## config.mk

```make
export PLATFORM = sky130hd
export DESIGN_NAME = mdio_master
export DESIGN_NICKNAME = d
export VERILOG_FILES = /design/src/rtl/mdio_pkg.sv /design/src/rtl/mdio_clkgen.sv /design/src/rtl/mdio_frame.sv /design/src/rtl/mdio_master.sv
export SDC_FILE = /design/constraint.sdc
export NUM_CORES = 1
export LEC_CHECK = 0
export BUFFER_PORTS_ARGS = -buffer_cell sky130_fd_sc_hd__buf_4
export CAP_MARGIN = 10
export CORE_UTILIZATION = 65
export DETAILED_ROUTE_END_ITERATION = 10
export PLACE_DENSITY = 0.83
export SLEW_MARGIN = 5
export SYNTH_ARGS = -nofsm -noshare
export SYNTH_HDL_FRONTEND = slang
export SYNTH_SLANG_ARGS = --single-unit
export TNS_END_PERCENT = 20
```

## constraint.sdc

```tcl
create_clock -name clk -period 5.3 [get_ports clk]
set_clock_uncertainty 0.2 [all_clocks]
set_input_delay 1.06 -clock clk [delete_from_list [all_inputs] [get_ports clk]]
set_output_delay 1.06 -clock clk [all_outputs]
set_load 0.01 [all_outputs]
```

## src/rtl/mdio_pkg.sv

```systemverilog
package mdio_pkg;
  localparam int FRAME_LEN = 32;
  localparam int DATA_W    = 16;
  localparam int FIELD_W   = 5;
  localparam int RSV_WORDS = 12;
  localparam int W_STAT    = RSV_WORDS;
  localparam int W_CTL     = RSV_WORDS + 1;
  localparam int W_DATA    = RSV_WORDS + 2;
  localparam int W_ADDR    = RSV_WORDS + 3;
  localparam int B_BUSY    = 0;
  localparam int B_RDERR   = 1;
  localparam int B_NOPRE   = 5;
  localparam int B_EXT     = 6;
  localparam int B_DIV_LO  = 7;
  localparam int B_PORT_LO = 5;
  localparam int B_READ    = 15;

  typedef enum logic [1:0] {FK_ADDR, FK_WRITE, FK_READ} frame_kind_e;

  // Packs one management frame, most significant bit sent first.
  function automatic logic [FRAME_LEN-1:0] build_frame(
      input logic ext, input frame_kind_e kind,
      input logic [FIELD_W-1:0] port, input logic [FIELD_W-1:0] dev,
      input logic [DATA_W-1:0] payload);
    logic [1:0] st, op, ta;
    logic [DATA_W-1:0] pl;
    st = ext ? 2'b00 : 2'b01;
    case (kind)
      FK_ADDR:  op = 2'b00;
      FK_WRITE: op = 2'b01;
      default:  op = ext ? 2'b11 : 2'b10;
    endcase
    ta = (kind == FK_READ) ? 2'b11 : 2'b10;
    pl = (kind == FK_READ) ? '1 : payload;
    return {st, op, port, dev, ta, pl};
  endfunction
endpackage

```

## src/rtl/mdio_clkgen.sv

```systemverilog
module mdio_clkgen #(
  parameter int DIV_W   = 9,
  parameter int DIV_MIN = 5
) (
  input  logic             clk,
  input  logic             rst_n,
  input  logic             en,
  input  logic [DIV_W-1:0] div_cfg,
  output logic             mdc,
  output logic             rise_evt,
  output logic             fall_evt
);
  // Half period in clock cycles minus one; small settings are raised.
  function automatic logic [DIV_W-1:0] half_limit(input logic [DIV_W-1:0] d);
    return (d < DIV_W'(DIV_MIN)) ? DIV_W'(DIV_MIN) : d;
  endfunction

  logic [DIV_W-1:0] cnt;
  logic [DIV_W-1:0] lim;
  logic             tc;

  assign lim      = half_limit(div_cfg);
  assign tc       = en && (cnt == lim);
  assign rise_evt = tc && !mdc;
  assign fall_evt = tc && mdc;

  always_ff @(posedge clk or negedge rst_n) begin
    if (!rst_n) begin
      cnt <= '0;
      mdc <= 1'b0;
    end else if (!en) begin
      cnt <= '0;
      mdc <= 1'b0;
    end else if (tc) begin
      cnt <= '0;
      mdc <= ~mdc;
    end else begin
      cnt <= cnt + 1'b1;
    end
  end

  p_mdc_steady_r2: assert property (@(posedge clk) disable iff (!rst_n)
    !tc |=> $stable(mdc));
  p_idle_low_r2: assert property (@(posedge clk) disable iff (!rst_n)
    !en |=> !mdc);
endmodule

```

## src/rtl/mdio_frame.sv

```systemverilog
module mdio_frame
  import mdio_pkg::*;
(
  input  logic                 clk,
  input  logic                 rst_n,
  input  logic                 start,
  input  logic                 start_rd,
  input  logic                 skip_pre,
  input  logic [FRAME_LEN-1:0] frame_word,
  input  logic                 rise_evt,
  input  logic                 fall_evt,
  input  logic                 mdio_i,
  output logic                 busy,
  output logic                 mdio_o,
  output logic                 mdio_oe,
  output logic                 rd_err,
  output logic                 rd_load,
  output logic [DATA_W-1:0]    rd_word
);
  localparam int TOT   = 2 * FRAME_LEN;
  localparam int IDX_W = $clog2(TOT);
  localparam int POS_W = $clog2(FRAME_LEN);
  localparam int TA1   = FRAME_LEN - DATA_W - 2;
  localparam int TA2   = FRAME_LEN - DATA_W - 1;

  logic [TOT-1:0]    sh;
  logic [IDX_W-1:0]  idx;
  logic [IDX_W-1:0]  rel;
  logic [POS_W-1:0]  fpos;
  logic              rd_q;
  logic              in_body;
  logic              last_bit;
  logic              released;
  logic [DATA_W-1:0] cap;

  assign rel      = idx - IDX_W'(FRAME_LEN);
  assign fpos     = rel[POS_W-1:0];
  assign in_body  = (idx >= IDX_W'(FRAME_LEN));
  assign last_bit = (idx == IDX_W'(TOT - 1));
  assign released = rd_q && in_body && (fpos >= POS_W'(TA1));

  assign mdio_o   = busy ? sh[TOT-1] : 1'b1;
  assign mdio_oe  = busy && !released;
  assign rd_load  = busy && rd_q && fall_evt && last_bit;
  assign rd_word  = cap;

  always_ff @(posedge clk or negedge rst_n) begin
    if (!rst_n) begin
      busy   <= 1'b0;
      rd_q   <= 1'b0;
      rd_err <= 1'b0;
      idx    <= '0;
      sh     <= '1;
      cap    <= '0;
    end else if (start && !busy) begin
      busy   <= 1'b1;
      rd_q   <= start_rd;
      rd_err <= 1'b0;
      cap    <= '0;
      idx    <= skip_pre ? IDX_W'(FRAME_LEN) : '0;
      sh     <= skip_pre ? {frame_word, {FRAME_LEN{1'b1}}}
                         : {{FRAME_LEN{1'b1}}, frame_word};
    end else if (busy) begin
      if (rise_evt && rd_q && in_body) begin
        if (fpos == POS_W'(TA2)) rd_err <= mdio_i;
        else if (fpos > POS_W'(TA2)) cap <= {cap[DATA_W-2:0], mdio_i};
      end
      if (fall_evt) begin
        if (last_bit) begin
          busy <= 1'b0;
        end else begin
          idx <= idx + 1'b1;
          sh  <= {sh[TOT-2:0], 1'b1};
        end
      end
    end
  end

  p_launch_busy_r3: assert property (@(posedge clk) disable iff (!rst_n)
    start && !busy |=> busy);
  p_start_ignored_r9: assert property (@(posedge clk) disable iff (!rst_n)
    start && busy |=> $stable(rd_q));
  p_err_clear_r8: assert property (@(posedge clk) disable iff (!rst_n)
    start && !busy |=> !rd_err);
  p_drive_on_fall_r10: assert property (@(posedge clk) disable iff (!rst_n)
    busy && $past(busy) && !$stable(mdio_o) |-> $past(fall_evt));
  p_load_at_end_r7: assert property (@(posedge clk) disable iff (!rst_n)
    rd_load |=> !busy);
endmodule

```

## src/rtl/mdio_master.sv

```systemverilog
module mdio_master
  import mdio_pkg::*;
#(
  parameter int AW      = 4,
  parameter int DIV_W   = 9,
  parameter int DIV_MIN = 5,
  parameter int DIV_RST = 10
) (
  input  logic          clk,
  input  logic          rst_n,
  input  logic          reg_wen,
  input  logic [AW-1:0] reg_word,
  input  logic [15:0]   reg_wdata,
  output logic [31:0]   reg_rdata,
  output logic          mdc,
  output logic          mdio_o,
  output logic          mdio_oe,
  input  logic          mdio_i
);
  logic                 busy, rd_err, rd_load, rise_evt, fall_evt;
  logic [DATA_W-1:0]    rd_word;
  logic [DIV_W-1:0]     div_q;
  logic                 ext_q, nopre_q;
  logic [FIELD_W-1:0]   port_q, dev_q, f_port, f_dev;
  logic [DATA_W-1:0]    data_q, addr_q;
  logic                 wr_ok, hit_stat, hit_ctl, hit_data, hit_addr;
  logic                 go_rd, go_wr, go_ad, go;
  frame_kind_e          kind;
  logic [FRAME_LEN-1:0] fword;

  assign wr_ok    = reg_wen && !busy;
  assign hit_stat = (reg_word == AW'(W_STAT));
  assign hit_ctl  = (reg_word == AW'(W_CTL));
  assign hit_data = (reg_word == AW'(W_DATA));
  assign hit_addr = (reg_word == AW'(W_ADDR));
  assign go_rd    = wr_ok && hit_ctl && reg_wdata[B_READ];
  assign go_wr    = wr_ok && hit_data;
  assign go_ad    = wr_ok && hit_addr && ext_q;
  assign go       = go_rd || go_wr || go_ad;
  assign f_port   = go_rd ? reg_wdata[B_PORT_LO +: FIELD_W] : port_q;
  assign f_dev    = go_rd ? reg_wdata[FIELD_W-1:0] : dev_q;
  assign kind     = go_rd ? FK_READ : (go_ad ? FK_ADDR : FK_WRITE);
  assign fword    = build_frame(ext_q, kind, f_port, f_dev, reg_wdata);

  always_ff @(posedge clk or negedge rst_n) begin
    if (!rst_n) begin
      div_q   <= DIV_W'(DIV_RST);
      ext_q   <= 1'b0;
      nopre_q <= 1'b0;
      port_q  <= '0;
      dev_q   <= '0;
      data_q  <= '0;
      addr_q  <= '0;
    end else begin
      if (wr_ok && hit_stat) begin
        div_q   <= reg_wdata[B_DIV_LO +: DIV_W];
        ext_q   <= reg_wdata[B_EXT];
        nopre_q <= reg_wdata[B_NOPRE];
      end
      if (wr_ok && hit_ctl) begin
        port_q <= reg_wdata[B_PORT_LO +: FIELD_W];
        dev_q  <= reg_wdata[FIELD_W-1:0];
      end
      if (wr_ok && hit_addr) addr_q <= reg_wdata;
      if (wr_ok && hit_data) data_q <= reg_wdata;
      else if (rd_load)      data_q <= rd_word;
    end
  end

  always_comb begin
    reg_rdata = '0;
    if (hit_stat) begin
      reg_rdata[B_BUSY]              = busy;
      reg_rdata[B_RDERR]             = rd_err;
      reg_rdata[B_NOPRE]             = nopre_q;
      reg_rdata[B_EXT]               = ext_q;
      reg_rdata[B_DIV_LO +: DIV_W]   = div_q;
    end else if (hit_ctl) begin
      reg_rdata[B_PORT_LO +: FIELD_W] = port_q;
      reg_rdata[FIELD_W-1:0]          = dev_q;
    end else if (hit_data) begin
      reg_rdata[DATA_W-1:0] = data_q;
    end else if (hit_addr) begin
      reg_rdata[DATA_W-1:0] = addr_q;
    end
  end

  mdio_clkgen #(.DIV_W(DIV_W), .DIV_MIN(DIV_MIN)) u_clk (
    .clk(clk), .rst_n(rst_n), .en(busy), .div_cfg(div_q),
    .mdc(mdc), .rise_evt(rise_evt), .fall_evt(fall_evt)
  );

  mdio_frame u_frame (
    .clk(clk), .rst_n(rst_n), .start(go), .start_rd(go_rd),
    .skip_pre(nopre_q), .frame_word(fword), .rise_evt(rise_evt),
    .fall_evt(fall_evt), .mdio_i(mdio_i), .busy(busy), .mdio_o(mdio_o),
    .mdio_oe(mdio_oe), .rd_err(rd_err), .rd_load(rd_load), .rd_word(rd_word)
  );

  p_busy_hold_r9: assert property (@(posedge clk) disable iff (!rst_n)
    busy && reg_wen |=> $stable(div_q) && $stable(port_q) && $stable(dev_q)
                        && $stable(addr_q) && $stable(ext_q) && $stable(nopre_q));
  p_idle_release_r11: assert property (@(posedge clk) disable iff (!rst_n)
    !busy && !go |=> !mdio_oe);
endmodule

```

Yosys cells after proc, flatten, opt, wreduce, memory -nomap -nowiden
Cells that the tools add are included.
{"block": "classes", "add_sub_neg": 3, "order_cmp": 4, "n_eq_ne": 12, "n_mux": 47, "bitwise_logic": 1, "n_reduce_logical": 34}
{"operator": "2-to-1 mux 64 bit", "n": 5}
{"operator": "2-to-1 mux 16 bit", "n": 10}
{"operator": "2-to-1 mux 6 bit", "n": 6}
{"operator": "2-to-1 mux 9 bit", "n": 3}
{"operator": "logical AND 1 bit", "n": 19}
{"operator": "== test 4 bit (second input constant)", "n": 4}
{"operator": "2-to-1 mux 1 bit", "n": 15}
{"operator": "nonzero test 2 bit", "n": 6}
{"operator": "2-to-1 mux 11 bit", "n": 1}
{"operator": "2-to-1 mux 10 bit", "n": 1}
{"operator": "2-to-1 mux 5 bit", "n": 2}
{"operator": "adder 9 x 1 -> 9 bit (second input constant)", "n": 1}
{"operator": "== test 9 bit", "n": 1}
{"operator": "less-than comparator 9 x 3 -> 1 bit (second input constant)", "n": 1}
{"operator": "adder 6 x 1 -> 6 bit (second input constant)", "n": 1}
{"operator": "== test 6 bit (second input constant)", "n": 1}
{"operator": "greater-or-equal comparator 6 bit (second input constant)", "n": 1}
{"operator": "AND reduction 3 bit", "n": 2}
{"operator": "== test 5 x 4 -> 1 bit (second input constant)", "n": 1}
{"operator": "greater-or-equal comparator 5 x 4 -> 1 bit (second input constant)", "n": 1}
{"operator": "> comparator 5 x 4 -> 1 bit (second input constant)", "n": 1}
{"operator": "subtractor 5 x 1 -> 5 bit (second input constant)", "n": 1}
{"operator": "2-to-1 mux 2 bit", "n": 2}
{"operator": "!= test 2 bit (second input constant)", "n": 2}
{"operator": "10 further kinds", "n": 13}
{"block": "totals", "reg_bits": 152, "input_bits": 24, "word_cells": 116}

Longest topological paths before layout
Gate-level depths: netlist (run 1).
{"block": "depth", "word_depth": 10, "ltp_mapped": 10}

By module
A second synthesis (run 1) with hierarchy kept.
{"block": "hier_totals", "cells_unflattened": 710, "area_unflattened_um2": 8330.5}
{"module": "mdio_frame", "instances": 1, "cells_each": 398, "area_per_inst_um2": 4568.1, "seq_area_each_um2": 2307.2}
{"module": "mdio_master", "instances": 1, "cells_each": 243, "area_per_inst_um2": 3125.5, "seq_area_each_um2": 1328.8}
{"module": "mdio_clkgen", "instances": 1, "cells_each": 69, "area_per_inst_um2": 636.9, "seq_area_each_um2": 250.2}

Worst setup path after synthesis (run 1)
No wires, ideal clock.
{"block": "synth_timing", "kind": "input -> output", "from": "in reg_word[1]", "to": "out reg_rdata[11]", "arrival_time_ns": 2.628, "required_ns": 4.040, "path_slack_ns": 1.412, "path_stages": 7, "cell_sequence": "clkbuf_1 > buf_1 > clkbuf_1 > mux2i_1 > nor2_1 > a31oi_1 > nor2_1"}
{"block": "synth_via", "elab_chain_len": 5, "elab_cells_between_ends": 8, "classes_between": "4 x eq/ne; 4 x mux"}
{"element": "from (decl)", "line": "mdio_master.sv:12", "source": "input logic [AW-1:0] reg_word,"}
{"element": "== test 4 bit", "line": "mdio_master.sv:35", "source": "assign hit_addr = (reg_word == AW'(W_ADDR));"}
{"element": "2-to-1 mux 16 bit", "line": "mdio_master.sv:83", "source": "end else if (hit_addr) begin"}
{"element": "2-to-1 mux 16 bit", "line": "mdio_master.sv:81", "source": "end else if (hit_data) begin"}
{"element": "2-to-1 mux 6 bit", "line": "mdio_master.sv:78", "source": "end else if (hit_ctl) begin"}
{"element": "2-to-1 mux 11 bit (*)", "line": "mdio_master.sv:72", "source": "if (hit_stat) begin"}
{"element": "to (decl)", "line": "mdio_master.sv:14", "source": "output logic [31:0] reg_rdata,"}
Every way passes the cells marked *; elsewhere a longest branch is shown, timed or not.

Worst setup path in the final report (run 1)
{"block": "layout_timing", "from": "in reg_word[2]", "to": "reg u_frame.sh[59]"}
{"block": "layout_via", "elab_chain_len": 8, "elab_cells_between_ends": 18, "classes_between": "4 x eq/ne; 3 x mux; 11 x reduce/logical"}
{"element": "== test 4 bit", "line": "mdio_master.sv:33", "source": "assign hit_ctl = (reg_word == AW'(W_CTL));"}
{"element": "logical AND 1 bit (2 in series)", "line": "mdio_master.sv:36", "source": "assign go_rd = wr_ok && hit_ctl && reg_wdata[B_READ];"}
{"element": "logical OR 1 bit (2 in series)", "line": "mdio_master.sv:39", "source": "assign go = go_rd || go_wr || go_ad;"}
{"element": "logical AND 1 bit", "line": "mdio_frame.sv:55", "source": "end else if (start && !busy) begin"}
{"element": "!= test 2 bit (no source line) / nonzero test 2 bit (equally long branches)"}
{"element": "AND reduction 3 bit (no source line)"}
{"element": "to (signal assigned)", "line": "mdio_frame.sv:61", "source": "sh <= skip_pre ? {frame_word, {FRAME_LEN{1'b1}}}"}
{"element": "to (signal assigned)", "line": "mdio_frame.sv:73", "source": "sh <= {sh[TOT-2:0], 1'b1};"}
{"element": "to (decl)", "line": "mdio_frame.sv:26", "source": "logic [TOT-1:0] sh;"}
Parallel ways exist; a longest one is shown, timed or not.
A chain may end at the register's enable or synchronous reset.

==> results of run 1 <==
## layer usage
metal | part of all wire | wire length (microns) | vias up
met5 | 0 | 0 | -
met3 | 0.088 | 1720 | 59
met4 | 0.033 | 640 | 0
li1 | - | - | 2710
met1 | 0.40 | 7860 | 3078
met2 | 0.48 | 9360 | 355
## power by group
part / internal [mW] / leakage, nW / total (mW) / switching [mW]
sequential: 1.49 / 1.69 / 1.74 / 0.248
clock: 0.821 / 0.313 / 1.31 / 0.484
combinational: 0.368 / 1.61 / 0.858 / 0.490
total: 2.68 / 3.61 / 3.90 / 1.22
## stage by stage
| stage | total power, mW | hold slack (ns) | setup slack, ns | utilization |
|---|---|---|---|---|
| floorplan | 2.30 | 0.240 | 1.41 | - |
| global placement | 2.50 | 0.249 | 1.46 | 0.688 |
| detailed placement | 2.57 | 0.261 | 1.24 | 0.688 |
| CTS | 3.89 | 0.282 | 1.65 | 0.744 |
| global route | 4.08 | 0.304 | 1.37 | 0.746 |
| finish | 3.90 | 0.281 | 1.54 | 0.746 |
## kinds of logic (layout without fill, tap and decap cells)
group | count (synthesis) | count (layout) | share of synthesized area
buffers and inverters | 83 | 91 | 0.0530
other | 1 | 16 | 0.000494
AOI/OAI and AO/OA | 188 | 188 | 0.141
and+or+nand+nor | 227 | 227 | 0.145
muxes | 79 | 79 | 0.124
adders and majority gates | 4 | 4 | 0.00659
DFF | 152 | 152 | 0.512
xor gates and xnor gates | 15 | 15 | 0.0173
## worst register-to-register path, delay by kind of cell (launching register included)
kind | cells | cell delay, ns
AO/OA/AOI/OAI | 2 | 0.34
flip-flops | 1 | 0.52
buffers and inverters | 1 | 0.65
AND/OR/NAND/NOR | 4 | 1.88
## state kept, by name, summed over array words and instances, names as in the netlist
register / flops
u_frame.sh: 64
addr_q: 16
data_q: 16
u_frame.rd_word: 16
div_q: 9
u_clk.cnt: 9
u_frame.idx: 6
dev_q: 5
port_q: 5
ext_q: 1
nopre_q: 1
u_clk.mdc: 1
u_frame.busy: 1
u_frame.rd_err: 1
u_frame.rd_q: 1
## worst paths after layout
| kind | to | slack, ns | cells past startpoint |
|---|---|---|---|
| worst max-delay path | u_frame.sh[59]$_DFFE_PN1P_ | 1.54 | 8 |
| max in group asynchronous | u_frame.sh[0]$_DFFE_PN1P_ | 3.20 | 2 |
| worst min-delay path | u_frame.sh[0]$_DFFE_PN1P_ | 0.28 | 2 |
| worst max register to register | u_frame.sh[59]$_DFFE_PN1P_ | 1.63 | 7 |
| min in group asynchronous | u_clk.cnt[0]$_DFF_PN0_ | 0.57 | 1 |
| worst min register to register | u_frame.sh[0]$_DFFE_PN1P_ | 0.28 | 2 |
## cells in the mapped netlist, types with 9 or more instances
library cell	number
o21ai_0	68
o22ai_1	47
buf_4	16
mux2i_1	21
buf_2	10
nand3_1	91
a31oi_1	25
nand2_1	30
dfstp_2	66
mux2_2	49
clkbuf_1	33
xnor2_1	9
buf_1	12
a21oi_1	31
nor2_1	56
dfrtp_1	86
## layout make-up
class / count / area, sq um
sequential: 152 / 3890
multi-input combinational: 529 / 3380
fill: 754 / 2900
clock buffer: 22 / 507
timing repair buffer: 52 / 405
tap: 143 / 179
clock inverter: 10 / 135
inverter: 7 / 26.3
==> impl_metrics.tcl, run 1 <==
set metrics [dict create \
    outcome "completed" \
    final_hold_viol_count 0 \
    rows 39 \
    drt-pass1-iter-count 8 \
    cp-start-kind "primary input" \
    area_growth_pct 12.2 \
    setup_viol 0 \
    cts-resized-gates 0 \
    fin_cells 915 \
    crit_path_max_incr_delay_ns 0.66 \
    postCtsSetupRepairBufs 0 \
    p_leak_nw 3.61 \
    gr-total-overflow 0 \
    cp-end-kind "flip-flop" \
    path_buf_inv 2 \
    vias_per_cell 6.78 \
    grt_antenna_before_repair 0 \
    finalCriticalPeriod_ns 3.76 \
    peakVddDrop_uv 494 \
    yosysTopAreaCellShare 0.283 \
    synth.distinct_cells 47 \
    routabilityCongestion 0.880 \
    die-area_sq_um 12100 \
    cp_slowest_cell "nand4_1" \
    grtUsageMet1 0.455 \
    final_common_cell "nand3_1" \
    final_cell_mix "nand3_1 (91), dfrtp_1 (86), o21ai_0 (68)" \
    grtUsageTotal 0.343 \
    clk_pin_slew_worst_paths_ns 0.06 \
    core_sq_um 11400 \
    clk_path_buf_depth 2 \
    drv_cap 0 \
    ys.flop_type "dfrtp_1" \
    drive_gt1_frac 0.272 \
    yosysSeqAreaShare 0.512 \
    yosysTopAreaCell "dfrtp_1" \
    routedWlPerCell_microns 21.4 \
    die_width_microns 110 \
    crit_top_cell "buf_4" \
    power_density_nw_per_um2 458 \
    grt-busiest-layer "met2" \
    rsz0062_at_grt "false" \
    worstPathRequired_ns 5.44 \
    dp_hpwl_microns 11900 \
    synth-edff-count 0 \
    drt_iter0_markers 778 \
    synth.ff_latch_count 152 \
    tightest_slew_ns 1.08 \
    crit_fanout 73 \
    numClockSinks 152 \
    cts_max_level 4 \
    slew_violations 0 \
    numCtsBuffers 17 \
    worstHoldStart "u_frame.sh[0]$_DFFE_PN1P_" \
    dieHeight_microns 110 \
    cp-startpoint "reg_word[2]" \
    crit_arrival_ns 3.90 \
    initial_core_util 0.665 \
    grt_pass1_wl_microns 30900 \
    ant_nets 0 \
    path_cells "buf_4 -> and4b_1 -> nand4_1 -> nand2_2 -> buf_4 -> nand2_1 -> o22ai_1 -> o21ai_1" \
    worstHoldPathType "reg -> reg" \
    drt_wl_total_microns 19600 \
    dp_cells 881 \
    place_area_sq_um 7850 \
    crit_type "in -> reg" \
    grt_use_met3 0.0947 \
    async_flop_share 1.00 \
    drt_drc_violations_left 0 \
    diodes 0 \
    holdBufCountCts 0 \
    synth_area_sq_um 7590 \
    fin_nets 787 \
    clock_latency_ns 0.43 \
    grt_max_degree 117 \
    max_slew_margin 0.278 \
    io-pin-count 59 \
    io_buffers 42 \
    cp_top_family "simple AND/OR/NAND/NOR gates" \
    final_area_sq_um 8520 \
    grt_pass1_vias 5936 \
    syn_inst 749 \
    finalCritPeriodShare 0.709 \
    cts_root_buffer "clkbuf_16" \
    vias 6202 \
    fmax_ghz 0.266 \
    setup-tns-final_ns 0 \
    synth.avg_cell_area_sq_um 10.1 \
    cts_tree "done" \
    yosys-top-cells-area "dfrtp_1 (28%), dfstp_2 (23%), mux2_2 (7.3%)" \
    yosys_warnings 0 \
    reg2reg_from "u_frame.busy$_DFF_PN0_" \
    grt_use_met2 0.531 \
]
(Power assumes the default switching activity.)
==> run 2, diff against run 1 <==
--- a/config.mk
+++ b/config.mk
@@ -7,9 +7,9 @@
 export LEC_CHECK = 0
 export BUFFER_PORTS_ARGS = -buffer_cell sky130_fd_sc_hd__buf_4
 export CAP_MARGIN = 10
-export CORE_UTILIZATION = 65
+export CORE_UTILIZATION = 60
 export DETAILED_ROUTE_END_ITERATION = 10
-export PLACE_DENSITY = 0.83
+export PLACE_DENSITY = 0.78
 export SLEW_MARGIN = 5
 export SYNTH_ARGS = -nofsm -noshare
 export SYNTH_HDL_FRONTEND = slang
==> constraint.sdc (replaced) <==
create_clock -name clk -period 3.8 [get_ports clk]
set_clock_uncertainty 0.2 [all_clocks]
set_input_delay 0.76 -clock clk [delete_from_list [all_inputs] [get_ports clk]]
set_output_delay 0.76 -clock clk [all_outputs]
set_load 0.01 [all_outputs]
==> impl_metrics.tcl, run 2 (same netlist as run 1, synthesis figures left out) <==
set metrics [dict create \
    grtUsageTotal 0.310 \
    grt_pass1_vias 5861 \
    rsz0062_at_grt "false" \
    setup-tns-final_ns 0 \
    dieHeight_microns 115 \
    slew_violations 0 \
    clk_pin_slew_worst_paths_ns 0.06 \
    vias_per_cell 6.47 \
    worstPathRequired_ns 3.91 \
    drt_drc_violations_left 0 \
    dp_hpwl_microns 12200 \
    holdBufCountCts 0 \
    final_common_cell "nand3_1" \
    numClockSinks 152 \
    grt_max_degree 83 \
    fin_util 0.700 \
    grt_antenna_before_repair 0 \
    postCtsSetupRepairBufs 0 \
    final_hold_viol_count 0 \
    routabilityCongestion 0.840 \
    reg2reg_from "div_q[3]$_DFFE_PN1P_" \
    cts_tree "done" \
    worstHoldPathType "in -> async" \
    max_slew_margin 0.380 \
    cts_root_buffer "clkbuf_16" \
    wl_met3_microns 1390 \
    drv_cap 0 \
    cp-end-kind "flip-flop" \
    met2_length_microns 8830 \
    clk_path_buf_depth 2 \
    power_density_nw_per_um2 608 \
    die_width_microns 115 \
    rows 40 \
    drt_iter0_markers 616 \
    power_mw 5.18 \
    cp-startpoint "div_q[3]$_DFFE_PN1P_" \
    drt-pass1-iter-count 5 \
    peakVddDrop_uv 363 \
    cts-resized-gates 0 \
    finalCriticalPeriod_ns 3.17 \
    io-pin-count 59 \
    cts_max_level 4 \
    crit_fanout 21 \
    gr-total-overflow 0 \
    clock_latency_ns 0.44 \
    finalCritPeriodShare 0.836 \
    outcome "completed" \
    crit_arrival_ns 3.28 \
    core_sq_um 12200 \
    fin_nets 792 \
    fmax_ghz 0.315 \
    initial_core_util 0.624 \
    top_layer "met4" \
    largest_reg_flops 64 \
    area_growth_pct 12.1 \
    num-fill-cells 889 \
    grt_pass1_wl_microns 30700 \
    met1_length_microns 7970 \
    top_register "u_frame.sh" \
    drt_wl_total_microns 18700 \
    io_buffers 42 \
    final_cell_mix "nand3_1 (91), dfrtp_1 (86), o21ai_0 (68)" \
    setup_viol 0 \
    cp-start-kind "flip-flop" \
    p_leak_nw 3.60 \
    die-area_sq_um 13100 \
    drive_gt1_frac 0.268 \
    numCtsBuffers 17 \
    crit_type "reg -> reg" \
    ant_nets 0 \
    diodes 0 \
    tightest_slew_ns 0.928 \
    vias 6112 \
    routedWlPerCell_microns 19.8 \
]
## run 2: cell types whose count changed in the layout (fill, tap and decap cells not counted), moves of 2 or more
cell        delta
clkbuf_1       +7
clkbuf_8       +3
buf_4          +5
clkinv_2       -2
clkinvlp_4     -2
buf_12         +2
bufinv_16      -3
## run 2: area by class of cell
class / instances / area, sq um / share of cell area
flip-flops and latches: 152 / 3890 / 0.456
inverters: 7 / 26.3 / 0.00309
multi-input cells: 529 / 3380 / 0.397
well taps: 168 / 210 / 0.0247
clock inverters: 1 / 5.00 / 0.000588
repair buffers: 57 / 457 / 0.0536
clock buffers: 31 / 549 / 0.0645
## run 2: per-layer routing
layer,global-route usage,up-vias
li1,-,2725
met1,0.428,3054
met2,0.468,290
met3,0.0757,43
met4,0.135,0
met5,0,-
## run 2: through the flow
stage	area (sq um)	instances	setup WS [ns]	hold slack, ns
6_report	8520	945	0.625	0.114
5_1_grt	8520	945	0.491	0.188
4_1_cts	8520	945	0.720	0.154
3_5_place_dp	7960	913	0.657	0.254
3_3_place_gp	7960	913	0.816	0.248
2_1_floorplan	7650	764	0.512	0.240
## run 2: final timing paths
check                                              to  slack [ns]  cells after the start
hold reg to reg             u_frame.sh[0]$_DFFE_PN1P_        0.26                      2
hold / removal                 data_q[12]$_DFFE_PN0P_        0.11                      1
setup / recovery               u_clk.cnt[7]$_DFF_PN0_        0.63                      6
max in group asynchronous  u_frame.sh[32]$_DFFE_PN1P_        2.39                      2
min in group clk            u_frame.sh[0]$_DFFE_PN1P_        0.26                      2
setup reg to reg               u_clk.cnt[7]$_DFF_PN0_        0.63                      6
## run 2: critical path: stages (launching register included)
cell and delay, ns:
dfstp_2 0.58, or2_2 0.16, o41ai_1 0.07, nor3_1 0.54, nand3_1 0.84, nand2_1 0.55, nor2_1 0.10
## run 2: where the power goes
group / internal [mW] / total [mW] / leakage (nW) / switching [mW]
sequential: 2.08 / 2.41 / 1.69 / 0.333
combinational: 0.519 / 1.17 / 1.64 / 0.654
clock: 0.961 / 1.59 / 0.271 / 0.633
total: 3.56 / 5.18 / 3.60 / 1.62
==> run 3, diff against run 2 <==
--- a/config.mk
+++ b/config.mk
@@ -7,9 +7,9 @@
 export LEC_CHECK = 0
 export BUFFER_PORTS_ARGS = -buffer_cell sky130_fd_sc_hd__buf_4
 export CAP_MARGIN = 10
-export CORE_UTILIZATION = 60
+export CORE_UTILIZATION = 54
 export DETAILED_ROUTE_END_ITERATION = 10
-export PLACE_DENSITY = 0.78
+export PLACE_DENSITY = 0.74
 export SLEW_MARGIN = 5
 export SYNTH_ARGS = -nofsm -noshare
 export SYNTH_HDL_FRONTEND = slang
==> constraint.sdc (replaced) <==
create_clock -name clk -period 2.56 [get_ports clk]
set_clock_uncertainty 0.2 [all_clocks]
set_input_delay 0.512 -clock clk [delete_from_list [all_inputs] [get_ports clk]]
set_output_delay 0.512 -clock clk [all_outputs]
set_load 0.01 [all_outputs]
==> impl_metrics.tcl, run 3 (same netlist as run 1, synthesis figures left out) <==
set metrics [dict create \
    num-fill-cells 1021 \
    cp_slowest_cell "or4_4" \
    power_density_nw_per_um2 882 \
    drive_gt1_frac 0.308 \
    io-pin-count 59 \
    grtUsageMet1 0.381 \
    crit_path_max_incr_delay_ns 0.58 \
    setup_viol 0 \
    clk_path_buf_depth 2 \
    ant_nets 0 \
    cp-end-kind "flip-flop" \
    fmax_ghz 0.402 \
    p_leak_nw 3.85 \
    power_mw 7.92 \
    grt-busiest-layer "met2" \
    outcome "completed" \
    drv_cap 0 \
    drt_drc_violations_left 0 \
    final_cell_mix "nand3_1 (91), dfrtp_1 (86), buf_4 (81)" \
    grt_pass1_wl_microns 31200 \
    fin_util 0.668 \
    endpoint "u_frame.sh[18]$_DFFE_PN1P_" \
    ff2ff_setup_slack_ns 0.08 \
    final_area_sq_um 8980 \
    core_sq_um 13500 \
    grtUsageTotal 0.283 \
    final_hold_viol_count 0 \
    die_width_microns 121 \
    grt_use_met2 0.441 \
    drt-pass1-iter-count 5 \
    regArea_sq_um 3890 \
    reg2reg_from "div_q[8]$_DFFE_PN0P_" \
    top_register "u_frame.sh" \
    fin_nets 831 \
    tightest_slew_ns 0.603 \
    place_area_sq_um 8270 \
    area_growth_pct 18.2 \
    crit_arrival_ns 2.63 \
    die-area_sq_um 14500 \
    clock_latency_ns 0.42 \
    crit_fanout 6 \
    multi_input_area_sq_um 3430 \
    worstHoldPathType "in -> reg" \
    grt_max_degree 62 \
    crit_type "reg -> reg" \
    rows 42 \
    cp-startpoint "div_q[8]$_DFFE_PN0P_" \
    drt_iter0_markers 591 \
    rr_endpoint "u_frame.sh[18]$_DFFE_PN1P_" \
    cts_tree "done" \
    grt_use_met3 0.0656 \
    numCtsBuffers 17 \
    slew_violations 0 \
    final_common_cell "nand3_1" \
    finalCritPeriodShare 0.971 \
    worstPathRequired_ns 2.71 \
    finalCriticalPeriod_ns 2.48 \
    grt_antenna_before_repair 0 \
    routedWlPerCell_microns 20.0 \
    dieHeight_microns 121 \
    path_cells "or4_4 -> o41ai_4 -> nor3_2 -> and3_1 -> a21oi_4 -> buf_12 -> mux2_1" \
    grt_pass1_vias 5976 \
    drt_wl_total_microns 19800 \
    io_buffers 42 \
    routabilityCongestion 0.885 \
    vias 6243 \
    vias_per_cell 6.29 \
    gr-total-overflow 0 \
    dp_hpwl_microns 13300 \
    cts_root_buffer "clkbuf_16" \
    clk_pin_slew_worst_paths_ns 0.06 \
    numClockSinks 152 \
    setup-tns-final_ns 0 \
    largest_reg_flops 64 \
    reg2reg_depth 7 \
    initial_core_util 0.565 \
    peakVddDrop_uv 503 \
    cts_max_level 4 \
    cp-start-kind "flip-flop" \
    max_slew_margin 0.598 \
]
==> run 3: cell count changes in the layout (fill, tap and decap cells not counted), sizes merged <==
cell / previous run / this run
dlygate4sd3: 0 / 1
clkinv: 1 / 2
inv: 7 / 8
diode: 0 / 1
buf: 57 / 93
==> run 3: stage by stage <==
stage | hold WS, ns | cells | setup slack, ns
after global placement | 0.248 | 952 | 0.0496
after floorplan | 0.0164 | 764 | 0.0242
after CTS | 0.163 | 986 | -0.0106
after detailed placement | 0.257 | 952 | -0.0773
final | 0.173 | 993 | 0.0754
after global routing | 0.169 | 992 | -0.0311
==> run 3: what timing repair did <==
action,CTS,global route
endpoints found under the setup margin,45,105
resized for setup,3,10
hold buffers,1,0
hold endpoints to repair,42,0
pin swaps,1,3
cloned,0,2
buffers inserted,1,4
==> run 3: report_power, final <==
group	total [mW]	leakage (nW)	switching, mW	internal, mW
clock network	2.28	0.259	0.934	1.35
logic	2.09	1.90	1.09	0.998
registers	3.54	1.69	0.456	3.09
total	7.92	3.85	2.48	5.43
==> run 3: worst min-delay path by stage <==
| stage | startpoint | end | cells past startpoint |
|---|---|---|---|
| after detailed placement | u_frame.sh[0]$_DFFE_PN1P_ | u_frame.sh[0]$_DFFE_PN1P_ | 2 |
| after floorplan | rst_n | addr_q[0]$_DFFE_PN0P_ | 0 |
| after global placement | u_frame.sh[0]$_DFFE_PN1P_ | u_frame.sh[0]$_DFFE_PN1P_ | 2 |
| after CTS | mdio_i | u_frame.rd_word[0]$_DFFE_PN0P_ | 3 |
| final | mdio_i | u_frame.rd_word[0]$_DFFE_PN0P_ | 3 |
| after global routing | reg_wdata[1] | dev_q[1]$_DFFE_PN0P_ | 2 |
==> run 3: layout make-up <==
class,count,share of cell area
flip-flops and latches,152,0.433
multi-input cells,529,0.382
repair buffers,96,0.0982
clock buffers,29,0.0570
well taps,176,0.0245
inverters,7,0.00293
clock inverters,3,0.00181
diodes,1,0.000279
==> run 3: routing by layer <==
metal  share of wire  wire length [microns]
met5               0                      0
met4           0.026                    510
met3           0.064                   1270
met2            0.48                   9440
met1            0.43                   8620
==> run 3: worst max-delay path: cells and delay by family (launching register included) <==
family	cells	cell delay, ns
buffers and inverters	1	0.14
AOI/OAI and AO/OA	2	0.41
muxes	1	0.32
and+or+nand+nor	3	0.94
DFF	1	0.38
